## config.mk

```make
export PLATFORM = sky130hd
export DESIGN_NAME = sram_scan_ctrl
export DESIGN_NICKNAME = d
export VERILOG_FILES = /design/src/rtl/sst_pkg.sv /design/src/rtl/sst_cs_decode.sv /design/src/rtl/sst_frame_reg.sv /design/src/rtl/sst_seq.sv /design/src/rtl/sram_scan_ctrl.sv
export SDC_FILE = /design/constraint.sdc
export NUM_CORES = 1
export LEC_CHECK = 0
export ABC_AREA = 1
export BUFFER_PORTS_ARGS = -buffer_cell sky130_fd_sc_hd__buf_4
export CORE_AREA = 8 8 441 443
export DETAILED_ROUTE_END_ITERATION = 8
export DIE_AREA = 0 0 449 451
export GPL_TIMING_DRIVEN = 0
export PLACE_DENSITY_LB_ADDON = 0.08
export SKIP_LAST_GASP = 1
export SYNTH_ARGS = -nofsm -noshare
export SYNTH_HDL_FRONTEND = slang
export SYNTH_SLANG_ARGS = --single-unit
```

## constraint.sdc

```tcl
create_clock -name clk -period 2.1 [get_ports clk]
set_input_delay 0.105 -clock clk [delete_from_list [all_inputs] [get_ports clk]]
set_output_delay 0.105 -clock clk [all_outputs]
set_load 0.01 [all_outputs]
```

## src/rtl/sst_pkg.sv

```systemverilog
package sst_pkg;
  parameter int SEL_W  = 4;
  parameter int ADDR_W = 16;
  parameter int DATA_W = 32;
  parameter int MASK_W = 4;
  localparam int NMACRO = 2 ** SEL_W;
  localparam int SIDE_N = NMACRO / 2;

  typedef struct packed {
    logic [SEL_W-1:0]  sel;
    logic [ADDR_W-1:0] a0;
    logic [DATA_W-1:0] d0;
    logic              cs0_n;
    logic              we0_n;
    logic [MASK_W-1:0] m0;
    logic [ADDR_W-1:0] a1;
    logic [DATA_W-1:0] d1;
    logic              cs1_n;
    logic              we1_n;
    logic [MASK_W-1:0] m1;
  } frame_t;

  localparam int FRAME_W = $bits(frame_t);

  typedef enum logic [1:0] {ST_IDLE, ST_ISSUE, ST_CAP} acc_state_t;
endpackage

```

## src/rtl/sst_cs_decode.sv

```systemverilog
module sst_cs_decode #(
  parameter int IDX_W = 4,
  localparam int OUT_N = 2 ** IDX_W
) (
  input  logic             en,
  input  logic [IDX_W-1:0] idx,
  output logic [OUT_N-1:0] sel_n
);
  for (genvar g = 0; g < OUT_N; g++) begin : g_line
    assign sel_n[g] = !(en && (idx == IDX_W'(g)));
  end
endmodule

```

## src/rtl/sst_frame_reg.sv

```systemverilog
module sst_frame_reg
  import sst_pkg::*;
#(
  parameter int DW = DATA_W
) (
  input  logic          clk,
  input  logic          rst,
  input  logic          path_sel,
  input  logic          scan_en,
  input  logic          scan_in,
  input  logic          par_load,
  input  frame_t        par_in,
  input  logic          cap_en0,
  input  logic          cap_en1,
  input  logic [DW-1:0] cap_d0,
  input  logic [DW-1:0] cap_d1,
  output frame_t        frame_q
);
  logic cap_any, do_shift, do_par;
  assign cap_any  = cap_en0 | cap_en1;
  assign do_shift = !cap_any && path_sel && scan_en;
  assign do_par   = !cap_any && !path_sel && par_load;

  always_ff @(posedge clk) begin
    if (rst) begin
      frame_q <= '0;
    end else if (cap_any) begin
      if (cap_en0) frame_q.d0 <= cap_d0;
      if (cap_en1) frame_q.d1 <= cap_d1;
    end else if (do_shift) begin
      frame_q <= {frame_q[FRAME_W-2:0], scan_in};
    end else if (do_par) begin
      frame_q <= par_in;
    end
  end

  AST_SHIFT_ENTRY: assert property (@(posedge clk) disable iff (rst)
    do_shift |=> frame_q[0] == $past(scan_in));
  AST_CAP_PRIORITY: assert property (@(posedge clk) disable iff (rst)
    (cap_en0 && scan_en) |=> frame_q.d0 == $past(cap_d0));
  AST_CAP_KEEPS_OTHER: assert property (@(posedge clk) disable iff (rst)
    (cap_en0 && !cap_en1) |=> $stable(frame_q.d1));
endmodule

```

## src/rtl/sst_seq.sv

```systemverilog
module sst_seq
  import sst_pkg::*;
#(
  parameter int SW = SEL_W,
  parameter int AW = ADDR_W,
  parameter int DW = DATA_W,
  parameter int MW = MASK_W,
  localparam int SN = 2 ** (SW - 1)
) (
  input  logic          clk,
  input  logic          rst,
  input  logic          load_stb,
  input  logic [SW-1:0] sel,
  input  logic [AW-1:0] a0,
  input  logic [DW-1:0] d0,
  input  logic          cs0_n,
  input  logic          we0_n,
  input  logic [MW-1:0] m0,
  input  logic [AW-1:0] a1,
  input  logic          cs1_n,
  output logic [AW-1:0] l_addr0,
  output logic [DW-1:0] l_din0,
  output logic          l_we_n0,
  output logic [MW-1:0] l_mask0,
  output logic [SN-1:0] l_cs_n0,
  output logic [AW-1:0] l_addr1,
  output logic [SN-1:0] l_cs_n1,
  output logic [AW-1:0] r_addr0,
  output logic [DW-1:0] r_din0,
  output logic          r_we_n0,
  output logic [MW-1:0] r_mask0,
  output logic [SN-1:0] r_cs_n0,
  output logic [SW-1:0] sel_q,
  output logic          cap_en0,
  output logic          cap_en1
);
  acc_state_t state;
  logic go, right;
  logic rd0_q, rd1_q;
  logic [2*SN-1:0] dec0_n;
  logic [SN-1:0]   dec1_n;

  assign go    = (state == ST_IDLE) && load_stb;
  assign right = sel[SW-1];

  sst_cs_decode #(.IDX_W(SW)) u_dec0 (
    .en(!cs0_n), .idx(sel), .sel_n(dec0_n));
  sst_cs_decode #(.IDX_W(SW-1)) u_dec1 (
    .en(!cs1_n && !right), .idx(sel[SW-2:0]), .sel_n(dec1_n));

  always_ff @(posedge clk) begin
    if (rst) begin
      state   <= ST_IDLE;
      l_cs_n0 <= '1;
      l_cs_n1 <= '1;
      r_cs_n0 <= '1;
      l_we_n0 <= 1'b1;
      r_we_n0 <= 1'b1;
      l_addr0 <= '0;
      l_din0  <= '0;
      l_mask0 <= '0;
      l_addr1 <= '0;
      r_addr0 <= '0;
      r_din0  <= '0;
      r_mask0 <= '0;
      sel_q   <= '0;
      rd0_q   <= 1'b0;
      rd1_q   <= 1'b0;
      cap_en0 <= 1'b0;
      cap_en1 <= 1'b0;
    end else begin
      l_cs_n0 <= '1;
      l_cs_n1 <= '1;
      r_cs_n0 <= '1;
      l_we_n0 <= 1'b1;
      r_we_n0 <= 1'b1;
      cap_en0 <= 1'b0;
      cap_en1 <= 1'b0;
      case (state)
        ST_IDLE: if (go) begin
          state   <= ST_ISSUE;
          l_cs_n0 <= dec0_n[SN-1:0];
          r_cs_n0 <= dec0_n[2*SN-1:SN];
          l_cs_n1 <= dec1_n;
          l_we_n0 <= right | cs0_n | we0_n;
          r_we_n0 <= !right | cs0_n | we0_n;
          l_addr0 <= a0;
          l_din0  <= d0;
          l_mask0 <= m0;
          l_addr1 <= a1;
          r_addr0 <= a0;
          r_din0  <= d0;
          r_mask0 <= m0;
          sel_q   <= sel;
          rd0_q   <= !cs0_n && we0_n;
          rd1_q   <= !cs1_n;
        end
        ST_ISSUE: begin
          state   <= ST_CAP;
          cap_en0 <= rd0_q;
          cap_en1 <= rd1_q;
        end
        default: state <= ST_IDLE;
      endcase
    end
  end

  AST_CS_ONEHOT: assert property (@(posedge clk) disable iff (rst)
    $countones(~{l_cs_n0, r_cs_n0}) <= 1);
  AST_CS_PULSE: assert property (@(posedge clk) disable iff (rst)
    !(&{l_cs_n0, l_cs_n1, r_cs_n0}) |=> &{l_cs_n0, l_cs_n1, r_cs_n0});
  AST_WE_NEEDS_CS: assert property (@(posedge clk) disable iff (rst)
    !l_we_n0 |-> !(&l_cs_n0));
  AST_BUSY_IGNORE: assert property (@(posedge clk) disable iff (rst)
    (state != ST_IDLE && load_stb) |=> state != ST_ISSUE);
endmodule

```

## src/rtl/sram_scan_ctrl.sv

```systemverilog
module sram_scan_ctrl
  import sst_pkg::*;
#(
  parameter int SW = SEL_W,
  parameter int AW = ADDR_W,
  parameter int DW = DATA_W,
  parameter int MW = MASK_W,
  localparam int SN = 2 ** (SW - 1)
) (
  input  logic               clk,
  input  logic               rst,
  input  logic               path_sel,
  input  logic               scan_en,
  input  logic               scan_in,
  input  logic               par_load,
  input  logic [FRAME_W-1:0] par_in,
  input  logic               load_stb,
  input  logic [SN*DW-1:0]   left_rd0,
  input  logic [SN*DW-1:0]   left_rd1,
  input  logic [SN*DW-1:0]   right_rd0,
  output logic [AW-1:0]      l_addr0,
  output logic [DW-1:0]      l_din0,
  output logic               l_we_n0,
  output logic [MW-1:0]      l_mask0,
  output logic [SN-1:0]      l_cs_n0,
  output logic [AW-1:0]      l_addr1,
  output logic [SN-1:0]      l_cs_n1,
  output logic [AW-1:0]      r_addr0,
  output logic [DW-1:0]      r_din0,
  output logic               r_we_n0,
  output logic [MW-1:0]      r_mask0,
  output logic [SN-1:0]      r_cs_n0,
  output logic               scan_out,
  output logic [FRAME_W-1:0] frame_out
);
  frame_t          frame_q;
  logic [SW-1:0]   sel_q;
  logic            cap_en0, cap_en1;
  logic [DW-1:0]   cap_d0, cap_d1;
  logic [SW-2:0]   idx;

  assign idx    = sel_q[SW-2:0];
  assign cap_d0 = sel_q[SW-1] ? right_rd0[idx*DW +: DW] : left_rd0[idx*DW +: DW];
  assign cap_d1 = sel_q[SW-1] ? '0 : left_rd1[idx*DW +: DW];

  sst_frame_reg #(.DW(DW)) u_frame (
    .clk(clk), .rst(rst), .path_sel(path_sel), .scan_en(scan_en),
    .scan_in(scan_in), .par_load(par_load), .par_in(frame_t'(par_in)),
    .cap_en0(cap_en0), .cap_en1(cap_en1), .cap_d0(cap_d0), .cap_d1(cap_d1),
    .frame_q(frame_q));

  sst_seq #(.SW(SW), .AW(AW), .DW(DW), .MW(MW)) u_seq (
    .clk(clk), .rst(rst), .load_stb(load_stb),
    .sel(frame_q.sel), .a0(frame_q.a0), .d0(frame_q.d0),
    .cs0_n(frame_q.cs0_n), .we0_n(frame_q.we0_n), .m0(frame_q.m0),
    .a1(frame_q.a1), .cs1_n(frame_q.cs1_n),
    .l_addr0(l_addr0), .l_din0(l_din0), .l_we_n0(l_we_n0), .l_mask0(l_mask0),
    .l_cs_n0(l_cs_n0), .l_addr1(l_addr1), .l_cs_n1(l_cs_n1),
    .r_addr0(r_addr0), .r_din0(r_din0), .r_we_n0(r_we_n0), .r_mask0(r_mask0),
    .r_cs_n0(r_cs_n0), .sel_q(sel_q), .cap_en0(cap_en0), .cap_en1(cap_en1));

  assign scan_out  = frame_q[FRAME_W-1];
  assign frame_out = frame_q;

  AST_RIGHT_NO_PORTB: assert property (@(posedge clk) disable iff (rst)
    !(&r_cs_n0) |-> (&l_cs_n1));
endmodule

```

==> Word-level counts from Yosys, hierarchy flattened <==
Cells that the tools add are included.
{ "word_totals": {"ff_bits": 216, "input_bits": 887, "output_inout_bits": 259, "word_cells": 145} }
{ "op_classes": {"n_eq_ne": 26, "shifts": 3, "mux": 10, "n_bitwise": 9, "reduce_logical": 71} }
{ "op_table": {"columns": ["cell", "count"], "rows": [
  ["indexed part select 256 x 9 -> 32 bit", 3],
  ["2-to-1 mux 112 bit", 2],
  ["2-to-1 mux 32 bit", 6],
  ["equality test 4 bit, second input constant", 8],
  ["logical AND 1 bit", 31],
  ["logical NOT 1 bit", 29],
  ["equality test 4 x 3 -> 1 bit, second input constant", 4],
  ["equality test 3 bit, second input constant", 4],
  ["equality test 4 x 2 -> 1 bit, second input constant", 2],
  ["AND reduction 2 bit", 4],
  ["equality test 3 x 2 -> 1 bit, second input constant", 2],
  ["!= test 2 x 1 -> 1 bit, second input constant", 3],
  ["OR 1 bit", 5],
  ["equality test 4 x 1 -> 1 bit, second input constant", 1],
  ["logical NOT 4 bit", 1],
  ["inverter 1 bit", 4],
  ["one-hot mux 2 bit (2 select lines)", 1],
  ["equality test 3 x 1 -> 1 bit, second input constant", 1],
  ["logical NOT 3 bit", 1],
  ["nonzero test 3 bit", 1],
  ["OR reduction 3 bit", 1],
  ["equality test 2 x 1 -> 1 bit, second input constant", 1],
  ["logical NOT 2 bit", 1],
  ["2-to-1 mux 2 bit", 1],
  ["other kinds (2)", 2]
]} }

==> Longest topological paths before layout <==
Gate-level depths: netlist of the first run.
{ "logic_depth": {"depth_word": 7, "depth_mapped": 12, "depth_no_buf": 9} }

==> Cells and area by module <==
From an unflattened synthesis of the first run, not the netlist that was laid out.
{ "unflattened": {"hier_cells": 4058, "hier_area_um2": 20862.5} }
{ "modules_own_cells": {"columns": ["module", "n_inst", "cells_per_inst", "area_per_inst_um2", "seq_area_each_um2"], "rows": [
  ["sram_scan_ctrl", 1, 2212, 9359.0, 0.0],
  ["sst_frame_reg", 1, 1170, 6894.1, 2242.2],
  ["sst_seq", 1, 625, 4374.2, 2082.0],
  ["sst_cs_decode (u_seq.u_dec0)", 1, 32, 161.4, 0.0],
  ["sst_cs_decode (u_seq.u_dec1)", 1, 19, 73.8, 0.0]
]} }

==> Worst setup path after synthesis of the first run <==
Ideal clock, no wire load.
{ "synth_path": {"path_type": "register -> register", "startpoint": "register u_seq.sel_q[0]", "endpoint": "register, netlist name u_frame.frame_q[34]", "setup_ps": 116, "arrival_ps": 1266, "required_ps": 1984, "path_slack_ps": 718, "path_stages_with_launch": 9, "path_buffers": 3, "synth_period_minus_slack_ps": 1382, "cell_sequence": "dfxtp_1 > inv_2 > buf_4 > buf_4 > buf_4 > o21ai_0 > o211ai_1 > nand3_1 > a21oi_1"} }
{ "synth_via": {"elab_chain_len": 4} }
{ "synth_lines": {"columns": ["element", "line_no", "rtl"], "rows": [
  ["start, declared", "sst_seq.sv:33", "output logic [SW-1:0] sel_q,"],
  ["start signal, assigned", "sst_seq.sv:94", "sel_q <= sel;"],
  ["indexed part select 256 x 9 -> 32 bit", "sram_scan_ctrl.sv:44", "assign cap_d1 = sel_q[SW-1] ? '0 : left_rd1[idx*DW +: DW];"],
  ["2-to-1 mux 32 bit", "sram_scan_ctrl.sv:44", null],
  ["2-to-1 mux 32 bit", "sst_frame_reg.sv:29", "if (cap_en1) frame_q.d1 <= cap_d1;"],
  ["2-to-1 mux 32 bit", "sst_frame_reg.sv:27", "end else if (cap_any) begin"]
]} }
No other way between the ends. The select of a mux whose other input is x is not followed.
A chain may end at the register's enable or synchronous reset.

==> Final worst setup path of the first run <==
{ "layout_path": {"startpoint": "register u_seq.sel_q[0]", "endpoint": "register, netlist name u_frame.frame_q[65]"} }
{ "layout_via": {"elab_chain_len": 4, "elab_cells_between_ends": 5, "cone_classes": "shift: 2; mux: 3"} }
{ "layout_lines": {"columns": ["element", "line_no", "rtl"], "rows": [
  ["indexed part select 256 x 9 -> 32 bit", "sram_scan_ctrl.sv:43", "assign cap_d0 = sel_q[SW-1] ? right_rd0[idx*DW +: DW] : left_rd0[idx*DW +: DW];"],
  ["2-to-1 mux 32 bit *", "sram_scan_ctrl.sv:43", null],
  ["2-to-1 mux 32 bit *", "sst_frame_reg.sv:28", "if (cap_en0) frame_q.d0 <= cap_d0;"],
  ["2-to-1 mux 32 bit *", "sst_frame_reg.sv:27", null]
]} }
Mark *: on every way between the ends. The rest lies on a longest branch, timed or not. The select of a mux whose other input is x is not followed.

==> flow_summary.json, run 1 <==
{
  "run_status": "complete, no violations",
  "htreeDepth": 1,
  "die_w_um": 449,
  "vias_per_cell": 3.827,
  "dieHeight_um": 451,
  "worst_slack_ns": 0.03389,
  "cp.required_ns": 2.64,
  "grt_overflow": 0,
  "initial_core_util_pct": 9.645,
  "avgRoutedWirePerCell_um": 30.02,
  "grt_pass1_wl_mm": 275.8,
  "holdPathStages": 5,
  "r2r_start": "u_seq.sel_q[0]",
  "rr_worst_depth": 9,
  "synth_ff_type": "dfxtp_1",
  "max_freq_ghz": 0.4840,
  "fin_cells": 7127,
  "setup_viol_count_final": 0,
  "nets": 5468,
  "drc": 0,
  "crit_path_frequent_cell": "nand3_1",
  "hold_violations": 0,
  "yosys-top-cells-count": "nand2_1 (770), nand3_1 (420), nor2_1 (412)",
  "slew_viol_final": 0,
  "ant_nets": 0,
  "cts_buffer_depth": 3,
  "powerDensity_nw_per_um2": 569.5,
  "place_area_sq_um": 29760,
  "routed_wl_mm": 213.9,
  "num_rows": 159,
  "synth_most_common_cell": "nand2_1",
  "async_flop_share_pct": 0,
  "clkPwrFrac_pct": 32.2,
  "antenna_found_initial": 70,
  "post-dp-hpwl_mm": 186.1,
  "crit_chain": "buf_8 > buf_12 > buf_6 > nand3_1 > nand3_1 > nand3_1 > nand2_2 > nand2_1 > a21oi_1",
  "fin_skew_ns": 0.01575,
  "fillers": 22130,
  "clock_sinks": 216,
  "clkLatencyLatePin_ns": 0.60,
  "pwr-share-comb_pct": 42.0,
  "postLayoutCoreUtil_pct": 17.81,
  "vias": 27280,
  "gp_congestion": 0.9151,
  "synth_top_area_cell": "dfxtp_1",
  "start_kind": "flop",
  "ys_top_cells_by_area": "dfxtp_1 (24%), nand2_1 (16%), nand3_1 (12%)",
  "relSlewSlack_pct": 37.02,
  "worst-setup-path-type": "flop to flop",
  "core_sq_um": 187000,
  "port_buffers": 1145,
  "syn_to_final_growth_pct": 84.66,
  "cap_violations": 0,
  "tns_ns": 0,
  "p_switching_mw": 7.597,
  "dpl_worst_slack_ns": -1.491,
  "cp.depth": 9,
  "slowest_delay_ns": 0.42,
  "cts_buffers": 30,
  "rsz0062_at_grt": "true",
  "regArea_sq_um": 4328,
  "cts_root_buf": "clkbuf_16",
  "synth_edf_count": 0,
  "crit_path_start": "u_seq.sel_q[0]",
  "yosys_warnings": 0,
  "multiInputGateArea_sq_um": 10630,
  "yosysUniqueCellTypes": 27,
  "cts_tree": "done",
  "peakVddDrop_mv": 0.5861,
  "grt_usage_pct": 19.89,
  "avgSynthCellArea_sq_um": 5.530,
  "leakagePower_nw": 16.69,
  "synth_top_area_share_pct": 23.97,
  "syn_inst": 3262,
  "cp_slowest_cell": "dfxtp_4",
  "r2r_slack_ns": 0.03,
  "layout-drive-gt1-share_pct": 35.18,
  "hold_slack_ns": 0.04122,
  "synth_area_sq_um": 18040,
  "path_delay_family": "simple AND/OR/NAND/NOR gates",
  "swShare_pct": 40.05,
  "place_inst": 6902,
  "cp_max_fo": 10,
  "hp-class": "input port to flop",
  "top_level_ports": 1146,
  "dr.pass1.iters": 5,
  "syn_nets": 4149,
  "crit_end": "u_frame.frame_q[65]",
  "finalCriticalPeriod_ns": 2.066,
  "intPower_mw": 11.37,
  "grt_pass1_vias": 28210,
  "p_total_mw": 18.97,
  "crit_buf_inv": 3,
  "worstPathArrival_ns": 2.60,
  "path_clk_slew_ns": 0.07,
  "dr.first_iter.drc_count": 1887,
  "endpoint_kind": "flop",
  "fin_crit_sh_pct": 98.39,
  "worst_slew_pin_slew_ns": 0.9412,
  "grt_max_degree": 15,
  "r2r-end": "u_frame.frame_q[65]",
  "finalInstanceArea_sq_um": 33310,
  "synth-seq-cells": 216,
  "yosysSeqAreaShare_pct": 23.97,
  "p_seq_share_pct": 25.8,
  "die_area_sq_um": 202500
}
## registers in the layout, indices dropped and copies added, names as in the netlist, 2 cells and up
register / flops
u_seq.r_cs_n0: 8
u_seq.sel_q: 4
u_seq.state: 2
u_seq.l_cs_n1: 8
u_seq.r_mask0: 4
u_frame.frame_q: 112
u_seq.l_cs_n0: 8
u_seq.l_addr1: 16
u_seq.l_din0: 32
u_seq.r_addr0: 16
## routing by layer
layer	vias to the layer above	global-route usage [%]	part of all wire, %
met5	-	0	0.075
met4	26	2.797	1.7
met3	150	4.022	5.4
met2	905	36.78	51
met1	13220	24.18	42
li1	12970	-	-
## cells by family (layout without fill, tap and decap cells)
group           after synthesis  after routing  share of synthesized area [%]
compound gates              647            647                          19.77
simple gates               1622           1622                          36.95
flops                       216            216                          23.97
buf+inv                     777           2120                          19.31
other cells                   0             27                              0
## layout make-up
class | instances | share of cell area, %
multi-input cells | 2269 | 31.90
repair buffers | 1288 | 30.20
flip-flops and latches | 216 | 12.99
well taps | 2495 | 9.373
plain buffers | 305 | 6.619
inverters | 471 | 5.331
clock buffers | 39 | 2.570
clock inverters | 17 | 0.8114
diodes | 27 | 0.2029
## worst reg2reg max path, stage by stage (launching register included)
cell	delay, ns
dfxtp_4	0.42
buf_8	0.19
buf_12	0.19
buf_6	0.23
nand3_1	0.11
nand3_1	0.08
nand3_1	0.31
nand2_2	0.25
nand2_1	0.09
a21oi_1	0.13
## cell usage in the layout, fill, tap and decap left out, types with 8 or more instances in the layout
master         count
a21oi_1           91
a21oi_2           11
buf_2             42
buf_4           1246
buf_6             44
clkbuf_1          57
clkbuf_16         32
clkbuf_2          32
clkbuf_4          18
clkbuf_8           9
dfxtp_1          215
diode_2           27
dlygate4sd3_1    138
inv_1            411
inv_2             58
nand2_1          742
nand2_2           27
nand3_1          385
nand3_2           21
nand3_4           15
nor2_1           407
nor3_1            13
o211ai_1          64
o21ai_0          299
o21ai_1          142
o21ai_2           22
o221ai_1           8
## worst min path at each step
stage / start / endpoint
after floorplan: rst / u_seq.state[0]
after global placement: par_in[97] / u_frame.frame_q[97]
after detailed placement: par_in[97] / u_frame.frame_q[97]
after CTS: left_rd1[250] / u_frame.frame_q[32]
after global routing: left_rd1[64] / u_frame.frame_q[6]
final: left_rd1[227] / u_frame.frame_q[9]
## what timing repair did
| item | in CTS | in global routing |
|---|---|---|
| buffers inserted | 4 | 0 |
| cloned | 0 | 1 |
| endpoints found under the hold margin | 112 | 1 |
| hold buffers | 137 | 1 |
| pin swaps | 12 | 6 |
| setup endpoints to repair | 108 | 65 |
| gates resized for setup | 268 | 51 |
## power groups by stage
stage	clock network, mW	logic [mW]	registers [mW]
2_1_floorplan	0	2.83	4.90
3_3_place_gp	0	7.53	5.00
3_5_place_dp	0	7.51	5.00
4_1_cts	6.37	8.10	4.92
5_1_grt	6.48	8.58	4.94
6_report	6.11	7.97	4.89
(Power assumes the default switching activity.)
==> run 2, diff against run 1 <==
--- a/config.mk
+++ b/config.mk
@@ -7,10 +7,11 @@
 export LEC_CHECK = 0
 export ABC_AREA = 1
 export BUFFER_PORTS_ARGS = -buffer_cell sky130_fd_sc_hd__buf_4
-export CORE_AREA = 8 8 441 443
+export CELL_PAD_IN_SITES_DETAIL_PLACEMENT = 0
+export CELL_PAD_IN_SITES_GLOBAL_PLACEMENT = 1
+export CORE_AREA = 8 8 434 436
 export DETAILED_ROUTE_END_ITERATION = 8
-export DIE_AREA = 0 0 449 451
-export GPL_TIMING_DRIVEN = 0
+export DIE_AREA = 0 0 442 444
 export PLACE_DENSITY_LB_ADDON = 0.08
 export SKIP_LAST_GASP = 1
 export SYNTH_ARGS = -nofsm -noshare
==> flow_summary.json, run 2 (synthesis gave the netlist of run 1 again) <==
{
  "dieHeight_um": 444,
  "grt_pass1_wl_mm": 249.8,
  "cts_buffers": 36,
  "endpoint_kind": "flop",
  "antenna_found_initial": 71,
  "clock_sinks": 216,
  "worst_slew_pin_slew_ns": 0.6436,
  "avgRoutedWirePerCell_um": 27.37,
  "num_rows": 157,
  "gp_congestion": 0.8603,
  "vias": 25990,
  "setup_viol_count_final": 0,
  "layout_common_cells": "buf_4 (1265), nand2_1 (770), nand3_1 (419)",
  "syn_to_final_growth_pct": 78.19,
  "regMostFlops": "u_frame.frame_q",
  "drc": 0,
  "post-dp-hpwl_mm": 156.4,
  "grt_max_degree": 81,
  "pwr-share-comb_pct": 38.8,
  "die_area_sq_um": 196200,
  "vias_per_cell": 3.793,
  "fillers": 21380,
  "cp.required_ns": 2.63,
  "layout_commonest_cell": "buf_4",
  "clkPwrFrac_pct": 34.6,
  "cts_tree": "done",
  "largest_reg_flops": 112,
  "htreeDepth": 2,
  "largestRegisters": "u_frame.frame_q: 112 flops, u_seq.l_din0: 32 flops",
  "clkLatencyLatePin_ns": 0.59,
  "top_level_ports": 1146,
  "intPower_mw": 11.34,
  "cp_max_fo": 30,
  "max_freq_ghz": 0.4974,
  "core_sq_um": 181700,
  "cts_root_buf": "clkbuf_16",
  "layout-drive-gt1-share_pct": 33.25,
  "die_w_um": 442,
  "multiInputGateArea_sq_um": 10250,
  "p_switching_mw": 7.109,
  "swShare_pct": 38.53,
  "rsz0062_at_grt": "true",
  "finalCriticalPeriod_ns": 2.010,
  "grt_usage_pct": 18.11,
  "path_clk_slew_ns": 0.06,
  "tns_ns": 0,
  "run_status": "complete, no violations",
  "leakagePower_nw": 16.13,
  "ant_nets": 0,
  "p_total_mw": 18.45,
  "start_kind": "flop",
  "hold_violations": 0,
  "fin_crit_sh_pct": 95.73,
  "powerDensity_nw_per_um2": 574.1,
  "peakVddDrop_mv": 0.4402,
  "regArea_sq_um": 4339,
  "cap_violations": 0,
  "initial_core_util_pct": 9.927,
  "fin_skew_ns": 0.02902,
  "relSlewSlack_pct": 57.03,
  "nets": 5296,
  "dr.pass1.iters": 5,
  "worstPathArrival_ns": 2.54,
  "post_cts_buffers": 0,
  "slew_viol_final": 0,
  "grt_overflow": 0,
  "p_seq_share_pct": 26.6,
  "port_buffers": 1145,
  "worst-setup-path-type": "flop to flop",
  "cts_buffer_depth": 3,
  "routed_wl_mm": 187.5,
  "dr.first_iter.drc_count": 1460,
  "grt_pass1_vias": 28170,
  "hp-class": "input port to flop"
}
run 2: changes by cell type in the layout (fill, tap and decap cells not counted), sizes merged, moves of 3 or more:
cell,change
clkbuf,-100
dlygate4sd3,-37
buf,-31
diode,+6
bufinv,-4
clkinv,+3
run 2: repair_timing:
action / in CTS / in global routing
gates resized for setup: 0 / 4
hold buffers: 101 / 0
setup endpoints to repair: 0 / 3
endpoints found under the hold margin: 101 / 0
run 2: metrics by stage:
step	util, %	hold WS (ns)	setup slack, ns	area (sq um)	std cells
after global routing	17.67	0.01792	-0.01661	32120	6841
final	17.69	0.05333	0.08960	32140	6851
after global placement	16.42	0.3382	0.005524	29830	6655
after detailed placement	16.42	0.3429	0.01467	29830	6655
after CTS	17.63	0.001045	0.02231	32040	6818
after floorplan	-	0.2346	0.7178	18040	3262
run 2: cell type report:
type                            instances  area share, %
Antenna cell                           33         0.2569
Clock buffer                           48          3.165
Clock inverter                         14         0.5450
Inverter                              471          5.610
Multi-Input combinational cell       2269          31.90
Sequential cell                       216          13.50
Tap cell                             2385          9.284
Timing Repair Buffer                 1415          35.74
run 2: path summary, 6_finish.rpt:
kind	start	to	slack [ns]	cells after the start
worst max-delay path	u_seq.sel_q[3]	u_frame.frame_q[68]	0.09	10
worst min-delay path	par_in[75]	u_frame.frame_q[75]	0.05	5
worst min register to register	u_seq.state[1]	u_seq.state[1]	0.44	1
worst max register to register	u_seq.sel_q[3]	u_frame.frame_q[68]	0.09	10
run 2: routing by layer:
layer | wire length [um] | up-vias | track usage, %
met4 | 4334 | 14 | 4.423
met5 | 90 | - | 0
met1 | 72260 | 12450 | 19.97
met3 | 9455 | 180 | 3.758
li1 | - | 12600 | -
met2 | 101400 | 745 | 35.10
run 2: power by group through the flow:
stage          logic [mW]  clock network, mW  registers, mW
3_3_place_gp         7.20                  0           5.04
6_report             7.15               6.39           4.91
3_5_place_dp         7.15                  0           5.04
5_1_grt              7.82               6.88           4.98
4_1_cts              7.37               6.74           4.95
2_1_floorplan        2.83                  0           4.90
run 2: critical path, stage by stage (launching register included):
cell and delay (ns):
dfxtp_4 0.43, buf_12 0.22, buf_12 0.19, nand2_1 0.06
nand2_1 0.12, nand2_1 0.08, nand3_1 0.07, nand3_1 0.32
nand2_1 0.19, nand2_1 0.10, a21oi_1 0.14
